===== src/rtl/wdg_pkg.sv =====
package wdg_pkg;
    localparam int CNT_W     = 10;
    localparam int DATA_W    = 4;
    localparam int ADDR_W    = 16;
    localparam logic [ADDR_W-1:0] CTRL_ADDR = 16'hFF01;
    localparam int RUN_BIT   = 1;
    localparam int KICK_BIT  = 0;

    typedef struct packed {
        logic kick;     // clear the counter this cycle
        logic run_wr;   // load run flag this cycle
        logic run_val;  // value to load
    } ctrl_cmd_t;

    function automatic ctrl_cmd_t decode_write(input logic hit, input logic we,
                                               input logic [DATA_W-1:0] d);
        ctrl_cmd_t c;
        c.run_wr  = hit && we;
        c.run_val = d[RUN_BIT];
        c.kick    = hit && we && d[KICK_BIT];
        return c;
    endfunction
endpackage


===== src/rtl/wdg_regif.sv =====
module wdg_regif
    import wdg_pkg::*;
#(
    parameter int AW = ADDR_W,
    parameter int DW = DATA_W,
    parameter logic [AW-1:0] REG_ADDR = CTRL_ADDR
) (
    input  logic          clk,
    input  logic          rst,
    input  logic [AW-1:0] addr_i,
    input  logic          wr_en_i,
    input  logic [DW-1:0] wdata_i,
    output logic [DW-1:0] rdata_o,
    output ctrl_cmd_t     cmd_o,
    output logic          run_o
);
    logic hit;
    logic run_q;

    assign hit   = (addr_i == REG_ADDR);
    assign cmd_o = decode_write(hit, wr_en_i, wdata_i);
    assign run_o = run_q;

    always_ff @(posedge clk) begin
        if (rst)              run_q <= 1'b1;
        else if (cmd_o.run_wr) run_q <= cmd_o.run_val;
    end

    // Read mux: only the run flag is backed by storage.
    for (genvar b = 0; b < DW; b++) begin : g_rd
        if (b == RUN_BIT) begin : g_run
            assign rdata_o[b] = hit & run_q;
        end else begin : g_zero
            assign rdata_o[b] = 1'b0;
        end
    end

    // a matched write loads bit 1 into the run flag
    a_r6_run_load: assert property (@(posedge clk) disable iff (rst)
        (wr_en_i && hit) |=> (run_q == $past(wdata_i[RUN_BIT])));
    // writes elsewhere leave the run flag alone
    a_r8_run_kept: assert property (@(posedge clk) disable iff (rst)
        !(wr_en_i && hit) |=> $stable(run_q));
endmodule


===== src/rtl/wdg_count.sv =====
module wdg_count
    import wdg_pkg::*;
#(
    parameter int W = CNT_W
) (
    input  logic      clk,
    input  logic      rst,
    input  logic      tick_i,
    input  logic      run_i,
    input  ctrl_cmd_t cmd_i,
    output logic      nmi_o
);
    localparam logic [W-1:0] TOP = {W{1'b1}};

    logic [W-1:0] cnt_q;
    logic         nmi_q;
    logic         adv;

    assign adv   = run_i && tick_i && !cmd_i.kick;
    assign nmi_o = nmi_q;

    always_ff @(posedge clk) begin
        if (rst) begin
            cnt_q <= '0;
            nmi_q <= 1'b0;
        end else begin
            nmi_q <= 1'b0;
            if (cmd_i.kick) begin
                cnt_q <= '0;
            end else if (adv) begin
                cnt_q <= cnt_q + 1'b1;
                nmi_q <= (cnt_q == TOP);
            end
        end
    end

    // the request lasts one clock
    a_r2_single_pulse: assert property (@(posedge clk) disable iff (rst)
        nmi_q |=> !nmi_q);
    // the count has wrapped when the request appears
    a_r3_wrap_zero: assert property (@(posedge clk) disable iff (rst)
        nmi_q |-> (cnt_q == '0));
    // restart clears the count, even with a tick
    a_r4_kick_clears: assert property (@(posedge clk) disable iff (rst)
        cmd_i.kick |=> (cnt_q == '0 && !nmi_q));
    // stopped counter holds
    a_r6_hold: assert property (@(posedge clk) disable iff (rst)
        (!run_i && !cmd_i.kick) |=> ($stable(cnt_q) && !nmi_q));
endmodule


===== src/rtl/svc_watchdog.sv =====
module svc_watchdog
    import wdg_pkg::*;
#(
    parameter int AW = ADDR_W,
    parameter int DW = DATA_W,
    parameter int CW = CNT_W,
    parameter logic [AW-1:0] REG_ADDR = CTRL_ADDR
) (
    input  logic          clk,
    input  logic          rst,
    input  logic          tick_i,
    input  logic [AW-1:0] addr_i,
    input  logic          wr_en_i,
    input  logic [DW-1:0] wdata_i,
    output logic [DW-1:0] rdata_o,
    output logic          nmi_o,
    output logic          halt_wake_o
);
    ctrl_cmd_t cmd;
    logic      run;

    wdg_regif #(.AW(AW), .DW(DW), .REG_ADDR(REG_ADDR)) u_regif (
        .clk(clk), .rst(rst), .addr_i(addr_i), .wr_en_i(wr_en_i),
        .wdata_i(wdata_i), .rdata_o(rdata_o), .cmd_o(cmd), .run_o(run)
    );

    wdg_count #(.W(CW)) u_count (
        .clk(clk), .rst(rst), .tick_i(tick_i), .run_i(run),
        .cmd_i(cmd), .nmi_o(nmi_o)
    );

    // the wake event is the interrupt pulse itself
    assign halt_wake_o = nmi_o;

    // no request without a running counter one cycle earlier
    a_r6_no_nmi_stopped: assert property (@(posedge clk) disable iff (rst)
        nmi_o |-> $past(run));
endmodule


===== config.mk =====
export PLATFORM = sky130hd
export DESIGN_NAME = svc_watchdog
export DESIGN_NICKNAME = d
export VERILOG_FILES = /design/src/rtl/wdg_pkg.sv /design/src/rtl/wdg_regif.sv /design/src/rtl/wdg_count.sv /design/src/rtl/svc_watchdog.sv
export SDC_FILE = /design/constraint.sdc
export NUM_CORES = 1
export LEC_CHECK = 0
export BUFFER_PORTS_ARGS = -buffer_cell sky130_fd_sc_hd__buf_2
export CAP_MARGIN = 20
export CORE_MARGIN = 8
export CORE_UTILIZATION = 40
export CTS_CLUSTER_SIZE = 12
export DETAILED_ROUTE_END_ITERATION = 8
export HOLD_SLACK_MARGIN = 0.03
export PLACE_DENSITY = 0.71
export RECOVER_POWER = 50
export SLEW_MARGIN = 30
export SYNTH_ARGS = -nofsm -noshare
export SYNTH_HDL_FRONTEND = slang
export SYNTH_SLANG_ARGS = --single-unit

===== constraint.sdc =====
create_clock -name clk -period 2 [get_ports clk]
set_input_delay 0.2 -clock clk [delete_from_list [all_inputs] [get_ports clk]]
set_output_delay 0.2 -clock clk [all_outputs]
set_load 0.02 [all_outputs]

# Yosys cells after proc, flatten, opt, wreduce, memory -nomap -nowiden
# Index checks and enable logic that the tools add are counted.
# totals
reg_bits,12
latch_bits,0
ram_bits,0
mem_bits_ro,0
inputBits,24
output_inout_bits,6
elab_cells,15
memories,0
# op_classes
n_addsub,1
mul,0
div_mod_pow,0
n_lt_le_gt_ge,0
n_eq_ne,2
shifts,0
mux,0
bitwise,2
reduce_logical,7
# op_table
cell,count
"== test 16 bit, second input constant",1
"adder 10 x 1 -> 10 bit, second input constant",1
"== test 10 bit, second input constant",1
logical AND 1 bit,4
OR reduction 3 bit,1
OR reduction 2 bit,1
bitwise AND 1 bit,1
logical NOT 1 bit,1
NOT 1 bit,1

# Logic depth before layout (Yosys ltp)
# Gate-level depths: netlist of run 1.
# depth
word_depth,7
depth_mapped,5
depth_no_buf,5

# Hierarchy
# A second synthesis of run 1 with hierarchy kept.
# hier_totals
cells_unflattened,73
area_unflattened_um2,651.9
# modules_own_cells
module,instances,cells_each,area_each_um2,seq_area_each_um2
wdg_count,1,55,484.2,220.2
wdg_regif,1,17,160.2,20.0
svc_watchdog,1,1,7.5,0.0

# Worst setup path before layout of run 1
# No wires, ideal clock.
# synth_path
path_type,input-to-reg
from,in addr_i[1]
to,reg u_regif.run_q (netlist: u_regif.run_o)
setup_time_ns,0.122
arrival_time_ns,1.450
required_ns,1.878
path_slack_ns,0.428
cell_stages,4
path_buffers,0
cell_sequence,or4b_4 nor4_4 a21boi_1 a311o_1
# synth_via
elab_chain_len,2
# synth_lines
item,line,source
from (decl),svc_watchdog.sv:12,"input logic [AW-1:0] addr_i,"
== test 16 bit,wdg_regif.sv:20,assign hit = (addr_i == REG_ADDR);
logical AND 1 bit,wdg_pkg.sv:18,c.run_wr = hit && we;
to (signal assigned),wdg_regif.sv:26,else if (cmd_o.run_wr) run_q <= cmd_o.run_val;
to (decl),wdg_regif.sv:18,logic run_q;
# Every way passes these cells.
# A chain may end at the register's enable or synchronous reset.

# Worst setup path in the final report of run 1
# layout_path
from,in addr_i[1]
to,out rdata_o[1]
# layout_via
elab_chain_len,2
# layout_lines
item,line,source
== test 16 bit,wdg_regif.sv:20,
bitwise AND 1 bit,wdg_regif.sv:32,assign rdata_o[b] = hit & run_q;
to (decl),svc_watchdog.sv:15,"output logic [DW-1:0] rdata_o,"
# Every way passes these cells.

==> results_dict.tcl, run 1 <==
set metrics [dict create \
    fp.dieW_microns 55.3 \
    hold_violations 0 \
    syn_to_final_growth_pct 22.1 \
    ys.warnings.count 0 \
    whs_ns 0.142 \
    peakVddDrop_mv 0.310 \
    via_per_inst 4.86 \
    fin_nets 118 \
    path_max_fanout 4 \
    cts_made_buffers 3 \
    track_usage_pct 8.72 \
    crit_path_end_kind "output port" \
    clockBufferDepth 2 \
    cts-root-buf "clkbuf_4" \
    syn-instance-count 68 \
    die_height_microns 55.3 \
    vias 525 \
    outcome "complete, no violations" \
    drt_pass1_iterations 4 \
    num-fill-cells 159 \
    setup_viol 0 \
    clkTransAtPathRegs_ns 0.07 \
    cts_resized 0 \
    post-cts-setup-buffers 0 \
    grt_pass1_wl_microns 2240 \
    totalPowerFinal_uw 484 \
    synthesis.area_sq_um 618 \
    slew_violations 0 \
    synth.distinct_cells 25 \
    reg2reg_depth 5 \
    clock_sinks 12 \
    skew_ns 0.00225 \
    antenna_cells 0 \
    coreArea_sq_um 1470 \
    cts_tree "done" \
    die_area_sq_um 3060 \
    startpoint_type "primary input" \
    globalplace.congestion 0.778 \
    crit_required_ns 1.80 \
    yosys_register_bits 12 \
    grt_pass1_vias 532 \
    hpwl_microns 1030 \
    cp.arrival_ns 1.55 \
    io_pins 30 \
    hold_buffers 0 \
    start_util_pct 42.0 \
    htreeDepth 1 \
    min_period_ns 1.75 \
    io_buffers 24 \
    drt-initial-drc-count 3 \
    fmax_ghz 0.572 \
    final.period_utilization_pct 87.5 \
    maxCapViolCount 0 \
    grt_start_max_net_pins 12 \
    routedWlPerCell_microns 11.7 \
    stdcell_count 108 \
    num_rows 14 \
    rsz0062_at_grt "no" \
    grt_overflow 0 \
    antenna_found_initial 0 \
    p_leak_uw 0.000315 \
    avgSynthCellArea_sq_um 9.09 \
    dp.cells 104 \
    antenna_left 0 \
    drc 0 \
    crit_type "primary input to output port" \
    hold_class "primary input to register" \
    seq_area_frac_synth_pct 38.9 \
    setup_tns_ns 0 \
    worstHoldPathCells 2 \
    wl_microns 1270 \
    drive_gt1_share_pct 32.6 \
    worstSkewPairLatency_ns 0.27 \
    power_density_nw_per_um2 641 \
]
==> routing by layer <==
metal  GRT usage, %  up-vias  wire length (microns)
li1               -      277                      -
met1           9.28      233                    512
met2           13.8       15                    628
met4           1.06        0                      0
met3           6.62        0                    126
met5              0        -                      0
==> cells by family after synthesis <==
| kind of cell | Yosys count | share of synthesized area, % |
|---|---|---|
| buf+inv | 7 | 7.29 |
| other cells | 1 | 0.607 |
| flops | 12 | 38.9 |
| fa+ha+maj | 1 | 2.02 |
| simple gates | 34 | 33.4 |
| compound gates | 4 | 5.06 |
| xor+xnor | 9 | 12.8 |
==> placed cells by master (no fill, tap or decap), drive strengths merged <==
cell    instances
conb            3
or3b            1
ha              1
a21boi          1
nor4            3
inv             1
a21oi           1
a31o            1
and4            1
nand4b          1
and2            2
nand3           2
a311o           1
or4b            2
nand2           7
dfxtp          12
nor3            2
xor2            5
clkbuf          6
nand4           4
nor2            9
xnor2           4
buf            22
==> cell type report <==
type                    instances  area (sq um)  area share, %
multi-input cells              51           337           44.6
flip-flops and latches         12           240           31.8
repair buffers                 24           118           15.6
clock buffers                   4          36.3           4.81
well taps                      16          20.0           2.65
inverters                       1          3.75          0.498
==> through the flow <==
stage          setup WS, ns  area [sq um]  utilization (%)
4_1_cts               0.278           761             51.7
6_report              0.250           754             51.3
2_1_floorplan         0.428           626                -
3_3_place_gp          0.253           724             49.2
5_1_grt               0.194           754             51.3
3_5_place_dp          0.247           724             49.2
==> cell usage after synthesis, drive strengths merged <==
cell type	instances	area (sq um)
or4b	2	27.5
nor4	3	33.8
nor3	2	10.0
nand4	4	25.0
buf	5	37.5
ha	1	12.5
and2	2	13.8
nand3	2	10.0
a311o	1	10.0
conb	1	3.75
a21oi	1	5.00
nand2	7	26.3
a31o	1	8.76
dfxtp	12	240
nor2	9	33.8
a21boi	1	7.51
and4	1	8.76
xnor2	4	35.0
inv	1	3.75
clkbuf	1	3.75
xor2	5	43.8
or3b	1	8.76
nand4b	1	8.76
==> final timing paths <==
kind	slack, ns	endpoint	from
max	0.25	rdata_o[1]	addr_i[1]
min	0.14	u_regif.run_o$_SDFFE_PP1P_	rst
max reg2reg	0.36	u_count.cnt_q[8]$_SDFFE_PP0P_	u_count.cnt_q[0]$_SDFFE_PP0P_
min reg2reg	0.46	u_count.nmi_o$_SDFF_PP0_	u_count.cnt_q[9]$_SDFFE_PP0P_
==> power breakdown <==
group,switching (uW),leakage [uW],internal [uW]
sequential,4.58,0.0000971,243
clock,80.3,0.0000210,111
combinational,22.3,0.000197,23.1
==> registers in the layout (all words and copies together) (netlist names) <==
name           flops
u_count.nmi_o      1
u_regif.run_o      1
u_count.cnt_q     10
==> critical path: stages <==
cell	delay, ns
buf_2	0.09
or4b_1	0.56
nor4_4	0.36
and2_2	0.18
buf_2	0.15
(Power assumes the default switching activity.)
==> run 2: changes to the inputs <==
- PLACE_DENSITY: 0.71 -> 0.7
- SYNTH_HIERARCHICAL: default -> 1
==> results_dict.tcl, run 2 <==
set metrics [dict create \
    crit_top_cell "buf_2" \
    num-fill-cells 151 \
    via_per_inst 5.36 \
    crit_slowest_cell "or4b_1" \
    setup_tns_ns 0 \
    synthesis.area_sq_um 644 \
    fp.dieW_microns 56.1 \
    fin_nets 125 \
    r2r-start "u_count/cnt_q[0]$_SDFFE_PP0P_" \
    clkTransAtPathRegs_ns 0.08 \
    power_density_nw_per_um2 602 \
    cp_cell_sequence "buf_2, or4b_1, nor4_4, buf_4, and2_2, buf_2" \
    cp.arrival_ns 1.59 \
    grt_pass1_vias 621 \
    hold_class "primary input to register" \
    io_buffers 24 \
    cts-root-buf "clkbuf_4" \
    final_area_sq_um 800 \
    largest_reg_flops 10 \
    track_usage_pct 9.97 \
    ys.warnings.count 6 \
    worst_slack_ns 0.207 \
    antenna_left 0 \
    route.top_layer_used "met4" \
    routedWlPerCell_microns 13.4 \
    die_area_sq_um 3150 \
    slowest_delay_ns 0.56 \
    antenna_found_initial 0 \
    drt_pass1_iterations 5 \
    drive_gt1_share_pct 37.4 \
    cp-endpoint "rdata_o[1]" \
    grt_start_max_net_pins 11 \
    setup_viol 0 \
    wl_microns 1540 \
    htreeDepth 1 \
    drc 0 \
    antenna_cells 0 \
    final_common_cell "buf_2" \
    reg2reg_depth 5 \
    crit_required_ns 1.80 \
    setup.worst_path.start "addr_i[1]" \
    rsz0062_at_grt "no" \
    num_rows 14 \
    cts_resized 0 \
    hold_violations 0 \
    worstSkewPairLatency_ns 0.27 \
    clockBufferDepth 2 \
    dpl_cell_area_sq_um 773 \
    crit_path_end_kind "output port" \
    fmax_ghz 0.558 \
    multi_input_area_sq_um 370 \
    globalplace.congestion 0.836 \
    coreArea_sq_um 1510 \
    crit_type "primary input to output port" \
    wirelength_met1_microns 619 \
    maxCapViolCount 0 \
    p_leak_uw 0.000354 \
    cts_tree "done" \
    grt_overflow 0 \
    die_height_microns 56.1 \
    drt-initial-drc-count 15 \
    min_period_ns 1.79 \
    final.period_utilization_pct 89.6 \
    r2r_slack_ns 0.51 \
    seq_area_sq_um 240 \
    io_pins 30 \
    startpoint_type "primary input" \
    post-cts-setup-buffers 0 \
    cts_made_buffers 3 \
    avgSynthCellArea_sq_um 8.95 \
    peakVddDrop_mv 0.345 \
    vias 616 \
    grt_pass1_wl_microns 2630 \
    mostFrequentLayoutCells "22 x buf_2, 12 x dfxtp_1, 9 x nor2_1" \
    start_util_pct 42.8 \
    slew_violations 0 \
    clock_sinks 12 \
    hpwl_microns 1140 \
    met3WireLength_microns 83 \
    skew_ns 0.00256 \
    outcome "complete, no violations" \
    dp_slack_ns 0.00454 \
    hold_buffers 0 \
    r2r_end "u_count/cnt_q[8]$_SDFFE_PP0P_" \
    syn_to_final_growth_pct 24.1 \
    top_register "u_count/cnt_q" \
    syn-instance-count 72 \
    path_max_fanout 3 \
    route.met2.wl_microns 819 \
]
-- run 2: how the worst min path moves through the flow --
stage | start | end | slack [ns] | depth (start not counted)
after floorplan | rst | u_regif/run_o$_SDFFE_PP1P_ | 0.30 | 2
after detailed placement | rst | u_regif/run_o$_SDFFE_PP1P_ | 0.42 | 3
final | rst | u_regif/run_o$_SDFFE_PP1P_ | 0.15 | 3
after global placement | rst | u_regif/run_o$_SDFFE_PP1P_ | 0.42 | 3
after CTS | rst | u_regif/run_o$_SDFFE_PP1P_ | 0.14 | 3
after global routing | rst | u_regif/run_o$_SDFFE_PP1P_ | 0.14 | 3
-- run 2: through the flow --
| stage | utilization (%) | power [uW] | std cells | hold WS, ns |
|---|---|---|---|---|
| 4_1_cts | 53.7 | 490 | 115 | 0.136 |
| 6_report | 53.1 | 482 | 115 | 0.147 |
| 2_1_floorplan | - | 279 | 74 | 0.297 |
| 3_3_place_gp | 51.3 | 296 | 111 | 0.423 |
| 3_5_place_dp | 51.3 | 298 | 111 | 0.418 |
| 5_1_grt | 53.1 | 513 | 115 | 0.140 |
-- run 2: cell type report --
type / instances / share of cell area (%)
Sequential cell: 12 / 30.0
Timing Repair Buffer: 26 / 16.1
Clock buffer: 4 / 4.54
Inverter: 1 / 0.469
Tap cell: 16 / 2.50
Multi-Input combinational cell: 56 / 46.3
-- run 2: critical path: cells and delay by family --
kind / cells / cell delay [ns]
simple gates: 3 / 0.98
buf+inv: 3 / 0.40
-- run 2: where the power goes --
group / switching (uW) / leakage (uW) / total (uW) / internal, uW
Combinational: 22.2 / 0.000236 / 45.1 / 22.9
Sequential: 3.61 / 0.0000971 / 246 / 243
Clock: 79.6 / 0.0000210 / 190 / 110
Total: 105 / 0.000354 / 482 / 376
-- run 2: per-layer routing --
metal / GRT usage, % / up-vias
met5: 0 / -
met4: 5.15 / 0
met2: 17.9 / 22
li1: - / 301
met1: 9.87 / 289
met3: 3.20 / 4
